--- src/rtl/smac_pkg.sv ---
package smac_pkg;

  localparam int unsigned OP_W = 3;

  typedef enum logic [OP_W-1:0] {
    SMAC_HMUL  = 3'd0,
    SMAC_HMAC  = 3'd1,
    SMAC_HMACL = 3'd2,
    SMAC_WMUL  = 3'd3,
    SMAC_WMAC  = 3'd4,
    SMAC_RSV5  = 3'd5,
    SMAC_RSV6  = 3'd6,
    SMAC_RSV7  = 3'd7
  } smac_op_e;

  function automatic logic is_word_op(smac_op_e op);
    return (op == SMAC_WMUL) || (op == SMAC_WMAC);
  endfunction

endpackage

--- src/rtl/smac_half_sel.sv ---
module smac_half_sel #(
  parameter int unsigned DW = 32
) (
  input  logic [DW-1:0]   word,
  input  logic            sel_hi,
  output logic [DW/2-1:0] half
);
  localparam int unsigned HW = DW / 2;

  always_comb begin
    half = sel_hi ? word[DW-1:HW] : word[HW-1:0];
  end
endmodule

--- src/rtl/smac_mul_stage.sv ---
module smac_mul_stage
  import smac_pkg::*;
#(
  parameter int unsigned DW = 32
) (
  input  logic          clk,
  input  logic          rst_n,
  input  logic          adv,
  input  logic          in_valid,
  input  smac_op_e      in_op,
  input  logic          in_sel_x,
  input  logic          in_sel_y,
  input  logic [DW-1:0] in_a,
  input  logic [DW-1:0] in_b,
  input  logic [DW-1:0] in_acc,
  input  logic [DW-1:0] in_acc_lo,
  input  logic [DW-1:0] in_acc_hi,
  output logic          s1_valid,
  output smac_op_e      s1_op,
  output logic [DW-1:0] s1_prod,
  output logic [DW-1:0] s1_acc,
  output logic [DW-1:0] s1_acc_lo,
  output logic [DW-1:0] s1_acc_hi
);
  localparam int unsigned HW = DW / 2;
  localparam int unsigned WP = DW + HW;

  logic [HW-1:0]        half_a;
  logic [HW-1:0]        half_b;
  logic signed [DW-1:0] prod_hh;
  logic signed [WP-1:0] prod_wh;
  logic [DW-1:0]        prod_sel;
  logic                 unused_wh_lsb;

  smac_half_sel #(.DW(DW)) u_sel_a (.word(in_a), .sel_hi(in_sel_x), .half(half_a));
  smac_half_sel #(.DW(DW)) u_sel_b (.word(in_b), .sel_hi(in_sel_y), .half(half_b));

  always_comb begin
    prod_hh  = $signed(half_a) * $signed(half_b);
    prod_wh  = $signed(in_a) * $signed(half_b);
    prod_sel = is_word_op(in_op) ? prod_wh[WP-1:HW] : prod_hh;
  end

  assign unused_wh_lsb = ^prod_wh[HW-1:0];

  always_ff @(posedge clk) begin
    if (!rst_n) begin
      s1_valid  <= 1'b0;
      s1_op     <= SMAC_HMUL;
      s1_prod   <= '0;
      s1_acc    <= '0;
      s1_acc_lo <= '0;
      s1_acc_hi <= '0;
    end else if (adv) begin
      s1_valid <= in_valid;
      if (in_valid) begin
        s1_op     <= in_op;
        s1_prod   <= prod_sel;
        s1_acc    <= in_acc;
        s1_acc_lo <= in_acc_lo;
        s1_acc_hi <= in_acc_hi;
      end
    end
  end
endmodule

--- src/rtl/smac_acc_stage.sv ---
module smac_acc_stage
  import smac_pkg::*;
#(
  parameter int unsigned DW = 32
) (
  input  logic          clk,
  input  logic          rst_n,
  input  logic          adv,
  input  logic          ovf_clr,
  input  logic          s1_valid,
  input  smac_op_e      s1_op,
  input  logic [DW-1:0] s1_prod,
  input  logic [DW-1:0] s1_acc,
  input  logic [DW-1:0] s1_acc_lo,
  input  logic [DW-1:0] s1_acc_hi,
  output logic          out_valid,
  output logic [DW-1:0] out_lo,
  output logic [DW-1:0] out_hi,
  output logic          ovf_sticky
);
  logic [DW-1:0] sum32;
  logic          sum32_ov;
  logic [DW:0]   lo_wide;
  logic [DW-1:0] hi_sum;
  logic [DW-1:0] nxt_lo;
  logic [DW-1:0] nxt_hi;
  logic          nxt_ov;
  logic          set_ov;

  always_comb begin
    sum32    = s1_prod + s1_acc;
    sum32_ov = (s1_prod[DW-1] == s1_acc[DW-1]) && (sum32[DW-1] != s1_prod[DW-1]);
    lo_wide  = {1'b0, s1_acc_lo} + {1'b0, s1_prod};
    hi_sum   = s1_acc_hi + {DW{s1_prod[DW-1]}} + {{(DW-1){1'b0}}, lo_wide[DW]};
    nxt_lo   = '0;
    nxt_hi   = '0;
    nxt_ov   = 1'b0;
    unique case (s1_op)
      SMAC_HMUL, SMAC_WMUL: nxt_lo = s1_prod;
      SMAC_HMAC, SMAC_WMAC: begin
        nxt_lo = sum32;
        nxt_ov = sum32_ov;
      end
      SMAC_HMACL: begin
        nxt_lo = lo_wide[DW-1:0];
        nxt_hi = hi_sum;
      end
      default: nxt_lo = '0;
    endcase
  end

  assign set_ov = adv && s1_valid && nxt_ov;

  always_ff @(posedge clk) begin
    if (!rst_n) begin
      out_valid  <= 1'b0;
      out_lo     <= '0;
      out_hi     <= '0;
      ovf_sticky <= 1'b0;
    end else begin
      ovf_sticky <= (ovf_sticky && !ovf_clr) || set_ov;
      if (adv) begin
        out_valid <= s1_valid;
        if (s1_valid) begin
          out_lo <= nxt_lo;
          out_hi <= nxt_hi;
        end
      end
    end
  end
endmodule

--- src/rtl/smac_unit.sv ---
module smac_unit
  import smac_pkg::*;
#(
  parameter int unsigned DW = 32
) (
  input  logic          clk,
  input  logic          rst_n,
  input  logic          in_valid,
  output logic          in_ready,
  input  logic [2:0]    in_op,
  input  logic          in_sel_x,
  input  logic          in_sel_y,
  input  logic [DW-1:0] in_a,
  input  logic [DW-1:0] in_b,
  input  logic [DW-1:0] in_acc,
  input  logic [DW-1:0] in_acc_lo,
  input  logic [DW-1:0] in_acc_hi,
  output logic          out_valid,
  input  logic          out_ready,
  output logic [DW-1:0] out_lo,
  output logic [DW-1:0] out_hi,
  input  logic          ovf_clr,
  output logic          ovf_sticky
);
  logic          adv;
  logic          s1_valid;
  smac_op_e      s1_op;
  logic [DW-1:0] s1_prod;
  logic [DW-1:0] s1_acc;
  logic [DW-1:0] s1_acc_lo;
  logic [DW-1:0] s1_acc_hi;

  assign adv      = !out_valid || out_ready;
  assign in_ready = adv;

  smac_mul_stage #(.DW(DW)) u_mul (
    .clk(clk), .rst_n(rst_n), .adv(adv), .in_valid(in_valid),
    .in_op(smac_op_e'(in_op)), .in_sel_x(in_sel_x), .in_sel_y(in_sel_y),
    .in_a(in_a), .in_b(in_b), .in_acc(in_acc),
    .in_acc_lo(in_acc_lo), .in_acc_hi(in_acc_hi),
    .s1_valid(s1_valid), .s1_op(s1_op), .s1_prod(s1_prod), .s1_acc(s1_acc),
    .s1_acc_lo(s1_acc_lo), .s1_acc_hi(s1_acc_hi)
  );

  smac_acc_stage #(.DW(DW)) u_acc (
    .clk(clk), .rst_n(rst_n), .adv(adv), .ovf_clr(ovf_clr),
    .s1_valid(s1_valid), .s1_op(s1_op), .s1_prod(s1_prod), .s1_acc(s1_acc),
    .s1_acc_lo(s1_acc_lo), .s1_acc_hi(s1_acc_hi),
    .out_valid(out_valid), .out_lo(out_lo), .out_hi(out_hi),
    .ovf_sticky(ovf_sticky)
  );
endmodule

--- config.mk ---
export PLATFORM = sky130hd
export DESIGN_NAME = smac_unit
export DESIGN_NICKNAME = d
export VERILOG_FILES = /design/src/rtl/smac_pkg.sv /design/src/rtl/smac_half_sel.sv /design/src/rtl/smac_mul_stage.sv /design/src/rtl/smac_acc_stage.sv /design/src/rtl/smac_unit.sv
export SDC_FILE = /design/constraint.sdc
export NUM_CORES = 2
export LEC_CHECK = 0
export ABC_AREA = 1
export BUFFER_PORTS_ARGS = -buffer_cell sky130_fd_sc_hd__buf_2
export CAP_MARGIN = 20
export CORE_AREA = 5 5 271 273
export CTS_BUF_LIST = sky130_fd_sc_hd__clkbuf_2 sky130_fd_sc_hd__clkbuf_4 sky130_fd_sc_hd__clkbuf_8
export DETAILED_ROUTE_END_ITERATION = 8
export DIE_AREA = 0 0 276 278
export PLACE_DENSITY = 0.78
export SLEW_MARGIN = 25
export SYNTH_ARGS = -nofsm -noshare
export SYNTH_HDL_FRONTEND = slang
export SYNTH_SLANG_ARGS = --single-unit
--- constraint.sdc ---
create_clock -name clk -period 22.7 [get_ports clk]
set_input_delay 4.54 -clock clk [delete_from_list [all_inputs] [get_ports clk]]
set_output_delay 4.54 -clock clk [all_outputs]
set_load 0.03 [all_outputs]
* Word level (Yosys, flattened, before mapping)
Index checks and enable logic that the tools add are counted. Widths: inputs -> output; s select.
Word-level totals: output and inout bits 67, bits of input ports 170, register bits 198, word-level logic and storage cells 44
Cells by class: reduce and logical (&&, ||, !) cells 14, equal/unequal tests 8, add/subtract/negate cells 4, muxes and demuxes 6, multiply operators 2
Operators with widths (number):
- $pmux 32 s3 | 1
- $add 32x32->32 | 2
- $mux 32 | 2
- $mul 32x16->48 | 1
- $add 32x32->33 | 1
- $add 32x1->32 | 1
- $mul 16x16->32 | 1
- $mux 16 | 2
- $eq 3x2->1 const B | 3
- $eq 3x3->1 const B | 2
- $logic_and 1x1->1 | 4
- $reduce_and 2->1 | 2
- $reduce_or 2->1 | 2
- $eq 3x1->1 const B | 1
- $logic_not 3->1 | 1
- $logic_or 1x1->1 | 3
- $logic_not 1->1 | 2
- $eq 1x1->1 | 1
- $mux 1 | 1
- $ne 1x1->1 | 1

* Depth between registers and ports, before layout
depth in word-level cells 6, depth in mapped cells 36, gate-level depth less buffers 33

* Cells and area by module
Synthesis repeated with hierarchy kept, for this count alone.
Unflattened totals: cells, all modules 6486, area total of the unflattened synthesis 44451.4 µm²
Modules (own cells, without submodules):
- smac_mul_stage | seq. area each 2642.5 µm², times used 1, area each 34441.8 µm², cells an instance 4631
- smac_acc_stage | seq. area each 1321.3 µm², times used 1, area each 9514.1 µm², cells an instance 1749
- smac_half_sel | seq. area each 0.0 µm², times used 2, area each 244.0 µm², cells an instance 52
- smac_unit | seq. area each 0.0 µm², times used 1, area each 7.5 µm², cells an instance 2

* Worst setup path before layout
Ideal clock, no wire load.
path type input to register, from input in_sel_y, to register u_mul.s1_prod[30], path slack 12.286 ns, arrival 10.305 ns, required time 22.591 ns, stages on the path 29, library setup time 0.109 ns, buffers on the path 3, cell sequence buf_6 -> inv_6 -> clkbuf_1 -> or2_2 -> o21ai_0 -> inv_1 -> clkbuf_1 -> nand2_1 -> fa_1 -> inv_1 -> fa_1 -> fa_1 -> fa_1 -> inv_1 -> fa_1 -> inv_1 -> fa_1 -> ha_1 -> inv_1 -> nor3_1 -> nand2_1 -> nor4_1 -> nand2_1 -> nand2_1 -> nand2_1 -> nand3_1 -> nand3_1 -> nand2_1 -> inv_1
Between the ends: longest elaborated chain between the ends 3, elaborated cells on any way between the ends 4, those cells by class mul (2); mux (2)
RTL lines:
- start: declaration | line smac_unit.sv:12 | input logic in_sel_y,
- $mux 16 (*) | line smac_half_sel.sv:11 | half = sel_hi ? word[DW-1:HW] : word[HW-1:0];
- $mul 32x16->48 or $mul 16x16->32 (tied branches) | line smac_mul_stage.sv:40, smac_mul_stage.sv:39
- $mux 32 (*) | line smac_mul_stage.sv:41 | prod_sel = is_word_op(in_op) ? prod_wh[WP-1:HW] : prod_hh;
- end signal: assignment | line smac_mul_stage.sv:58 | s1_prod <= prod_sel;
- end: declaration | line smac_mul_stage.sv:20 | output logic [DW-1:0] s1_prod,
Mark *: on every way between the ends. The rest lies on a longest branch, timed or not. A chain may end at the register's enable or synchronous reset.

* Final worst setup path
from input in_sel_y, to register u_mul.s1_prod[28]
Same word-level chain as after synthesis.

==> results.sh <==
export IMPL_worst_slew_pin_slew_ns=1.11
export IMPL_grt_overflow_total=0
export IMPL_boundaryPins=237
export IMPL_hold_class="reg2reg"
export IMPL_clk_latency_ns=0.53
export IMPL_rr_startpoint="u_mul.s1_prod[15]"
export IMPL_cts_reportedPaths_clkPinSlew_ns=0.13
export IMPL_crit_chain="buf_2 > or2_2 > nand2_1 > inv_2 > nand2_1 > fa_1 > fa_1 > fa_1 > inv_1 > fa_1 > fa_1 > fa_1 > ha_1 > a21oi_1 > o21ai_0 > a211oi_1 > nand3_1 > nand2_1 > nand2_1 > o21ai_0 > inv_1 > a21oi_1"
export IMPL_fin_skew_ns=0.0248
export IMPL_numPortBuffers=236
export IMPL_synth_seq_cells=198
export IMPL_cp_start_kind="input pin"
export IMPL_end_kind="flip-flop"
export IMPL_vias=39600
export IMPL_antenna_left=0
export IMPL_synth_most_common_cell="nand2_1"
export IMPL_crit_family="adder cells"
export IMPL_syn_avg_cell_area_sq_um=7.25
export IMPL_grt_pass1_vias=40100
export IMPL_crit_slowest_cell="inv_2"
export IMPL_floorplan_initialDensity=0.592
export IMPL_antenna_found_initial=5
export IMPL_wl_per_cell_microns=20.8
export IMPL_dieArea_sq_mm=0.0767
export IMPL_synth_area_sq_mm=0.0419
export IMPL_arrival_ns=12.38
export IMPL_drc=0
export IMPL_yosys_top_cells_count="nand2_1, inv_1, nor2_1, fa_1, a21oi_1"
export IMPL_crit_buf_inv=4
export IMPL_die_y_microns=278
export IMPL_synthArstFlopShare=0
export IMPL_numCtsBuffers=17
export IMPL_routed_wl_mm=143
export IMPL_cp_data_required_time_ns=23.16
export IMPL_synth_top_area_share=0.359
export IMPL_core_area_sq_mm=0.0709
export IMPL_drtPass1Iterations=6
export IMPL_grt_start_max_net_pins=94
export IMPL_hold_viol=0
export IMPL_crit_top_cell="fa_1"
export IMPL_synth_top_flop_cell="dfxtp_1"
export IMPL_period_minus_slack_ns=11.91
export IMPL_rows=98
export IMPL_rsz0062_at_grt="no"
export IMPL_relSlewSlack=0.261
export IMPL_cp_max_fo=43
export IMPL_crit_start="in_sel_y"
export IMPL_worst_setup_path_type="in2reg"
export IMPL_slowest_delay_ns=1.09
export IMPL_synth_cell_types=58
export IMPL_drive_gt1_frac=0.0696
export IMPL_clockBufferDepth=2
export IMPL_clkSinkCount=198
export IMPL_cts_resized=0
export IMPL_cap_violations=0
export IMPL_dp_hpwl_mm=115
export IMPL_synth_largest_area_cell="fa_1"
export IMPL_cts_setup_buffers=0
export IMPL_drt_iter0_drc=3793
export IMPL_tns_ns=0
export IMPL_outcome="finished, final reports clean"
export IMPL_grt_pass1_wl_mm=223
export IMPL_setup_violations=0
export IMPL_synth_edff_count=0
export IMPL_synthesis_nets=6992
export IMPL_ctsRootBufferMaster="clkbuf_8"
export IMPL_nFillCells=6595
export IMPL_fmax_ghz=0.0840
export IMPL_via_per_inst=5.77
export IMPL_synth_cells=5785
export IMPL_multi_input_area_sq_mm=0.0327
export IMPL_place_congestion=1.03
export IMPL_r2r_setup_slack_ns=17.85
export IMPL_fp_dieW_microns=276
export IMPL_min_from="u_acc.out_lo[13]"
export IMPL_cts_hold_repair_buffers=0
export IMPL_seq_area_sq_mm=0.00396
export IMPL_grt_use_total=0.369
export IMPL_finalNetCount=7098
export IMPL_htreeDepth=4
export IMPL_yosysSeqAreaShare=0.0945
export IMPL_timing_final_crit_share=0.525
export IMPL_syn2layout_area_growth_pct=5.77
export IMPL_slew_violations=0
export IMPL_cts_tree="done"
export IMPL_ys_warn_count=0
export IMPL_synth_area_top_cells="fa_1, nand2_1, inv_1"
[registers in the layout (all words and copies together), names as in the netlist]
signal / count
u_acc.out_hi: 32
u_acc.out_lo: 32
u_acc.out_valid: 1
u_acc.ovf_sticky: 1
u_mul.s1_acc: 32
u_mul.s1_acc_hi: 32
u_mul.s1_acc_lo: 32
u_mul.s1_op: 3
u_mul.s1_prod: 32
u_mul.s1_valid: 1
[routing by layer]
layer | GRT usage | part of all wire
met3 | 0.0919 | 0.11
met1 | 0.483 | 0.39
met5 | 0 | 0.00019
met2 | 0.581 | 0.45
met4 | 0.176 | 0.058
[final cells by class]
type                    instances  share of cell area
well taps                     950              0.0268
diodes                          7            0.000395
clock buffers                  17             0.00528
clock inverters                15             0.00513
multi-input cells            4205               0.738
repair buffers                279              0.0340
flip-flops and latches        198              0.0894
inverters                    1190               0.101
[metrics by stage]
stage	setup WS [ns]	instances	instance area (sq um)	util	hold slack, ns
global placement	10.68	6822	43900	0.619	0.449
global route	10.69	6855	44300	0.626	0.485
CTS	11.14	6854	44300	0.626	0.471
floorplan	12.29	5785	41900	-	0.443
detailed placement	10.60	6822	43900	0.619	0.452
finish	10.79	6861	44400	0.626	0.471
[worst reg2reg max path, stage by stage (launching register included)]
cell	delay, ns
dfxtp_1	0.51
ha_1	0.35
a21oi_1	0.21
o21ai_0	0.22
a21oi_1	0.34
nor2_1	0.10
nor2_1	0.19
nand2_1	0.10
nand4_1	0.08
nand3_1	0.31
fa_1	0.54
fa_1	0.42
nand3_1	0.12
nand3_2	0.15
a21boi_2	0.27
o21ai_0	0.19
nand2_1	0.10
nand2_1	0.10
nand3_1	0.12
nand3_1	0.07
nand2_1	0.06
nand3_1	0.10
a21oi_1	0.14
[cells in the final DEF, fill, tap and decap left out, types with 17 or more instances in the layout]
master and instances:
nand2_1 1182, inv_1 1167, nor2_1 794, fa_1 751, a21oi_1 328, o21ai_0 308
ha_1 286, buf_2 235, nand3_1 209, dfxtp_1 198, nand4_1 44, buf_4 44
or2_2 33, nor3_1 29, o21ai_1 24, nand3b_1 22, a31oi_1 18, o21a_1 17
clkbuf_8 17
[final timing paths]
kind	cells after the start	end
hold / removal	2	u_acc.out_lo[13]
setup / recovery	22	u_mul.s1_prod[28]
setup reg to reg	22	u_acc.out_hi[26]
hold reg to reg	2	u_acc.out_lo[13]
[cell families (layout without fill, tap and decap cells)]
family / Yosys count / after routing / share of synthesized area
adder cells (fa/ha/maj): 1037 / 1037 / 0.444
buffers and inverters: 1382 / 1501 / 0.126
XOR/XNOR: 28 / 28 / 0.00585
other: 0 / 7 / 0
AND/OR/NAND/NOR: 2375 / 2375 / 0.233
flip-flops: 198 / 198 / 0.0945
AO/OA/AOI/OAI: 765 / 765 / 0.0973
Power is left out: the tool's default activity adds up to more than one toggle a clock period on the data nets, which glitch-free logic cannot reach.
